===== src/rtl/fpx_pkg.sv =====
package fpx_pkg;
  localparam int unsigned WORD_W  = 16;
  localparam int unsigned NFLAG   = 6;
  localparam int unsigned CC_W    = 4;
  localparam int unsigned TOP_W   = 3;
  localparam int unsigned GM_BIT  = 7;
  localparam logic [WORD_W-1:0] CW_RST = 16'h003F;

  typedef enum int unsigned {
    FL_IE = 0, FL_DE = 1, FL_ZE = 2, FL_OE = 3, FL_UE = 4, FL_PE = 5
  } flag_idx_e;

  // Flags whose individual mask bit is clear.
  function automatic logic [NFLAG-1:0] open_flags(input logic [NFLAG-1:0] fl,
                                                  input logic [NFLAG-1:0] msk);
    return fl & ~msk;
  endfunction

  // Assemble the status word from its fields.
  function automatic logic [WORD_W-1:0] pack_status(input logic             bsy,
                                                    input logic [CC_W-1:0]  cc,
                                                    input logic [TOP_W-1:0] top,
                                                    input logic             es,
                                                    input logic [NFLAG-1:0] fl);
    return {bsy, cc[3], top, cc[2:0], es, 1'b0, fl};
  endfunction
endpackage


===== src/rtl/fpx_ctrl_reg.sv =====
module fpx_ctrl_reg
  import fpx_pkg::*;
#(
  parameter int unsigned          W   = WORD_W,
  parameter logic [WORD_W-1:0]    RST = CW_RST
) (
  input  logic         clk,
  input  logic         rst_n,
  input  logic         wr_en,
  input  logic [W-1:0] wdata,
  output logic [W-1:0] cw_q
);
  always_ff @(posedge clk) begin
    if (!rst_n)      cw_q <= RST[W-1:0];
    else if (wr_en)  cw_q <= wdata;
  end
endmodule


===== src/rtl/fpx_flag_bank.sv =====
module fpx_flag_bank
  import fpx_pkg::*;
#(
  parameter int unsigned N = NFLAG
) (
  input  logic         clk,
  input  logic         rst_n,
  input  logic         clr,
  input  logic         vld,
  input  logic [N-1:0] exc,
  input  logic [N-1:0] eff_mask,
  output logic [N-1:0] flags_q,
  output logic         raise_unmasked,
  output logic         halt_q
);
  logic [N-1:0] flag_d;
  logic [N-1:0] raise;
  logic         halt_d;

  assign raise = vld ? exc : '0;

  genvar gi;
  generate
    for (gi = 0; gi < N; gi++) begin : g_flag
      assign flag_d[gi] = (flags_q[gi] & ~clr) | raise[gi];
    end
  endgenerate

  assign raise_unmasked = |open_flags(raise, eff_mask);
  assign halt_d         = raise_unmasked | (halt_q & ~clr);

  always_ff @(posedge clk) begin
    if (!rst_n) begin
      flags_q <= '0;
      halt_q  <= 1'b0;
    end else begin
      flags_q <= flag_d;
      halt_q  <= halt_d;
    end
  end
endmodule


===== src/rtl/fpx_summary.sv =====
module fpx_summary
  import fpx_pkg::*;
#(
  parameter int unsigned N = NFLAG
) (
  input  logic [N-1:0] flags,
  input  logic [N-1:0] mask,
  input  logic         gmask,
  output logic         es,
  output logic         irq,
  output logic [N-1:0] eff_mask,
  output logic         ovf_inf,
  output logic         unf_denorm
);
  assign es         = |open_flags(flags, mask);
  assign irq        = es & ~gmask;
  assign eff_mask   = mask | {N{gmask}};
  assign ovf_inf    = eff_mask[FL_OE];
  assign unf_denorm = eff_mask[FL_UE];
endmodule


===== src/rtl/fpx_status_unit.sv =====
module fpx_status_unit
  import fpx_pkg::*;
(
  input  logic        clk,
  input  logic        rst_n,
  input  logic        host_wr,
  input  logic        host_sel,
  input  logic [15:0] host_wdata,
  output logic [15:0] host_rdata,
  input  logic        clr_exc,
  input  logic        dp_start,
  input  logic        dp_done,
  input  logic        dp_exc_vld,
  input  logic [5:0]  dp_exc,
  input  logic        dp_cc_we,
  input  logic [3:0]  dp_cc,
  input  logic        dp_top_we,
  input  logic [2:0]  dp_top,
  output logic        busy,
  output logic        irq,
  output logic        wb_kill,
  output logic        dp_err,
  output logic        hint_ovf_inf,
  output logic        hint_unf_denorm
);
  logic [WORD_W-1:0] cw_q;
  logic [NFLAG-1:0]  flags_q;
  logic [NFLAG-1:0]  eff_mask;
  logic              es;
  logic              raise_unmasked;
  logic              halt_q;
  logic              exec_q;
  logic [CC_W-1:0]   cc_q;
  logic [TOP_W-1:0]  top_q;
  logic [WORD_W-1:0] sw;
  logic              cw_wr;
  logic              sw_wr;

  assign cw_wr = host_wr & ~host_sel;
  assign sw_wr = host_wr &  host_sel;

  fpx_ctrl_reg #(.W(WORD_W), .RST(CW_RST)) u_cw (
    .clk   (clk),
    .rst_n (rst_n),
    .wr_en (cw_wr),
    .wdata (host_wdata),
    .cw_q  (cw_q)
  );

  fpx_summary #(.N(NFLAG)) u_sum (
    .flags      (flags_q),
    .mask       (cw_q[NFLAG-1:0]),
    .gmask      (cw_q[GM_BIT]),
    .es         (es),
    .irq        (irq),
    .eff_mask   (eff_mask),
    .ovf_inf    (hint_ovf_inf),
    .unf_denorm (hint_unf_denorm)
  );

  fpx_flag_bank #(.N(NFLAG)) u_flags (
    .clk            (clk),
    .rst_n          (rst_n),
    .clr            (clr_exc),
    .vld            (dp_exc_vld),
    .exc            (dp_exc),
    .eff_mask       (eff_mask),
    .flags_q        (flags_q),
    .raise_unmasked (raise_unmasked),
    .halt_q         (halt_q)
  );

  // Execution tracking: start wins over done in the same cycle.
  always_ff @(posedge clk) begin
    if (!rst_n)         exec_q <= 1'b0;
    else if (dp_start)  exec_q <= 1'b1;
    else if (dp_done)   exec_q <= 1'b0;
  end

  // Condition codes and stack pointer: datapath load wins over host.
  always_ff @(posedge clk) begin
    if (!rst_n) begin
      cc_q  <= '0;
      top_q <= '0;
    end else begin
      if (dp_cc_we)     cc_q <= dp_cc;
      else if (sw_wr)   cc_q <= {host_wdata[14], host_wdata[10:8]};
      if (dp_top_we)    top_q <= dp_top;
      else if (sw_wr)   top_q <= host_wdata[13:11];
    end
  end

  assign busy    = exec_q | halt_q;
  assign dp_err  = halt_q;
  assign wb_kill = raise_unmasked | halt_q;

  assign sw         = pack_status(busy, cc_q, top_q, es, flags_q);
  assign host_rdata = host_sel ? sw : cw_q;
endmodule


===== config.mk =====
export PLATFORM = sky130hd
export DESIGN_NAME = fpx_status_unit
export DESIGN_NICKNAME = d
export VERILOG_FILES = /design/src/rtl/fpx_pkg.sv /design/src/rtl/fpx_ctrl_reg.sv /design/src/rtl/fpx_flag_bank.sv /design/src/rtl/fpx_summary.sv /design/src/rtl/fpx_status_unit.sv
export SDC_FILE = /design/constraint.sdc
export NUM_CORES = 1
export LEC_CHECK = 0
export ABC_CLOCK_PERIOD_IN_PS = 3000
export CAP_MARGIN = 30
export CORE_ASPECT_RATIO = 0.75
export CORE_MARGIN = 5
export CORE_UTILIZATION = 45
export DETAILED_ROUTE_END_ITERATION = 6
export GPL_ROUTABILITY_DRIVEN = 0
export GPL_TIMING_DRIVEN = 0
export PLACE_DENSITY = 0.84
export SYNTH_ARGS = -nofsm -noshare
export SYNTH_HDL_FRONTEND = slang
export SYNTH_SLANG_ARGS = --single-unit

===== constraint.sdc =====
create_clock -name clk -period 3 [get_ports clk]
set_input_delay 0.9 -clock clk [delete_from_list [all_inputs] [get_ports clk]]
set_output_delay 0.9 -clock clk [all_outputs]
set_load 0.01 [all_outputs]

==> impl_metrics.json <==
{
  "synth_area_leaders": "dfxtp_1 (43%), nand2_1 (8.6%), mux2_2 (8.6%)",
  "area_delta_synth_final_pct": 56.4,
  "max_freq_ghz": 0.342,
  "slowest_delay_ps": 420,
  "grt_max_degree": 11,
  "io_buffers": 60,
  "maxSlewHeadroom": 0.643,
  "hold_buffers": 0,
  "grt.overflow.total": 0,
  "via_count": 1442,
  "final_hold_viol_count": 0,
  "status": "finished, final reports clean",
  "drt_pass1_iterations": 5,
  "initial_core_util": 0.480,
  "path_class": "input pin to primary output",
  "core_sq_um": 3000,
  "cts_max_path_buffers": 2,
  "critPathCaptureType": "primary output",
  "rsz0062_at_grt": "false",
  "die_width_um": 75.3,
  "skew_ps": 2.25,
  "drtIter0Drc": 81,
  "yosys.area.top_type_share": 0.431,
  "htree_levels": 2,
  "period_needed_ps": 2920,
  "synth.distinct_cells": 23,
  "grt_pass1_wl_mm": 6.27,
  "yosysSeqAreaShare": 0.431,
  "p_leak_nw": 1.05,
  "clkTransAtPathRegs_ps": 60,
  "crit_fanout": 2,
  "yosysTopAreaCell": "dfxtp_1",
  "ioPinCount": 61,
  "crit_chain": "clkdlybuf4s50_1, nor2b_2, a2111oi_4, a31oi_1, buf_2",
  "tightest_slew_ps": 536,
  "critPathRequiredTime_ps": 2100,
  "n_antenna_cell": 0,
  "power_density_nw_per_um2": 457,
  "clk_latency_ps": 280,
  "num-nets-final": 278,
  "syn_avg_cell_area_sq_um": 8.47,
  "arrival_ps": 2020,
  "holdCritPathClass": "flop to flop",
  "grt_pass1_vias": 1362,
  "peakVddDrop_v": 0.000353,
  "vias_per_cell": 5.19,
  "whs_ps": 456,
  "drive_above_1_share": 0.154,
  "cap_violations": 0,
  "clkSinkCount": 31,
  "root_buffer": "clkbuf_8",
  "design.die.area_sq_um": 4440,
  "row_count": 17,
  "antenna_found_initial": 0,
  "syn-cell-area_sq_um": 1440,
  "syn-num-nets": 209,
  "final_antenna_net_count": 0,
  "setup_viol": 0,
  "drcViolationCount": 0,
  "synth_seq_cells": 31,
  "dieHeight_um": 59.0,
  "grt_use_total": 0.190,
  "cts_tree": "done",
  "min_period_over_period": 0.975,
  "wire_per_inst_um": 14.8,
  "synthCells": 170,
  "drv_slew": 0,
  "finalPower_mw": 1.03,
  "dp_hpwl_mm": 3.06,
  "ys_warn_count": 0,
  "slowest_stage": "clkdlybuf4s50_1",
  "startpoint_type": "input pin",
  "wirelength_mm": 4.12,
  "cts-buffers-inserted": 5
}
cell usage in the layout, fill, tap and decap left out:
cell	instances
a2111oi_2	1
nand2_1	33
o21ai_0	10
clkinv_1	1
buf_4	4
a311oi_1	1
nor2b_4	2
inv_1	8
mux2i_1	7
clkbuf_1	2
nand3_1	3
mux2_2	11
a21oi_1	20
dfxtp_1	31
a22oi_1	8
dlymetal6s2s_1	9
buf_2	3
nor2b_2	1
buf_8	1
dlygate4sd2_1	8
or2_2	3
nand2b_1	1
clkbuf_8	7
nor2_1	8
o211ai_1	3
buf_6	2
nor2b_1	7
nand2_2	1
a31oi_1	2
a2111oi_4	1
clkdlybuf4s50_1	41
Yosys cell counts (all sizes together):
| library cell | number |
|---|---|
| dfxtp | 31 |
| o21ai | 10 |
| clkbuf | 1 |
| nand2 | 34 |
| a31oi | 2 |
| a2111oi | 2 |
| nor2 | 8 |
| clkinv | 1 |
| mux2i | 7 |
| nand2b | 1 |
| nor2b | 10 |
| or2 | 3 |
| inv | 8 |
| o211ai | 3 |
| a311oi | 1 |
| a21oi | 20 |
| buf | 6 |
| a22oi | 8 |
| nand3 | 3 |
| mux2 | 11 |
per-stage QoR:
| step | cells | TNS, ps | instance area, sq um | setup slack (ps) | utilization |
|---|---|---|---|---|---|
| floorplan | 170 | 0 | 1440 | 539 | - |
| global placement | 268 | -6930 | 2090 | -487 | 0.696 |
| detailed placement | 268 | -7420 | 2090 | -518 | 0.696 |
| CTS | 278 | 0 | 2230 | 6.76 | 0.742 |
| global route | 278 | 0 | 2250 | 10.9 | 0.751 |
| finish | 278 | 0 | 2250 | 75.5 | 0.751 |
final timing paths:
| kind | from | endpoint | slack, ps | depth (start not counted) |
|---|---|---|---|---|
| worst max-delay path | dp_exc[0] | wb_kill | 80 | 5 |
| worst min-delay path | u_cw.cw_q[13] | u_cw.cw_q[13] | 460 | 2 |
| worst max register to register | u_cw.cw_q[5] | u_flags.halt_q | 1840 | 3 |
| worst min register to register | u_cw.cw_q[13] | u_cw.cw_q[13] | 460 | 2 |
worst max-delay path, delay by kind of cell:
| kind | cells | cell delay, ps |
|---|---|---|
| AND/OR/NAND/NOR | 1 | 170 |
| buffers and inverters | 2 | 570 |
| AO/OA/AOI/OAI | 2 | 380 |
final cells by class:
class / count / area, sq um
fill: 242 / 747
clock buffer: 8 / 100
timing repair buffer: 62 / 618
tap: 38 / 47.5
inverter: 9 / 33.8
buffer: 7 / 61.3
sequential: 31 / 621
multi-input combinational: 123 / 771
timing repair:
| item | CTS | global route |
|---|---|---|
| setup buffers | 2 | 0 |
| setup endpoints to repair | 17 | 10 |
| pin swaps | 2 | 2 |
| resized for setup | 23 | 14 |
| endpoints found under the hold margin | 0 | 0 |
report_power, final:
| part | total (mW) | switching (mW) | internal (mW) | leakage [nW] |
|---|---|---|---|---|
| Sequential | 0.454 | 0.0167 | 0.437 | 0.256 |
| Combinational | 0.220 | 0.0936 | 0.127 | 0.747 |
| Clock | 0.354 | 0.145 | 0.209 | 0.0515 |
state kept, by name, indices dropped and copies added, names as in the netlist:
| name | flops |
|---|---|
| top_q | 3 |
| u_flags.halt_q | 1 |
| u_cw.cw_q | 16 |
| cc_q | 4 |
| exec_q | 1 |
| u_flags.flags_q | 6 |
cells by family after synthesis:
kind of cell,after synthesis,synth area share
multiplexers,18,0.135
AND/OR/NAND/NOR,59,0.182
buffers and inverters,16,0.0547
flip-flops,31,0.431
AO/OA/AOI/OAI,46,0.197
metal layers:
layer  up-vias  wire [um]  track usage
li1        732          -            -
met1       652       1840        0.236
met2        54       1950        0.315
met3         4        293       0.0576
met4         0         29       0.0599
met5         -          0            0
Power figures use the tool's default switching activity.
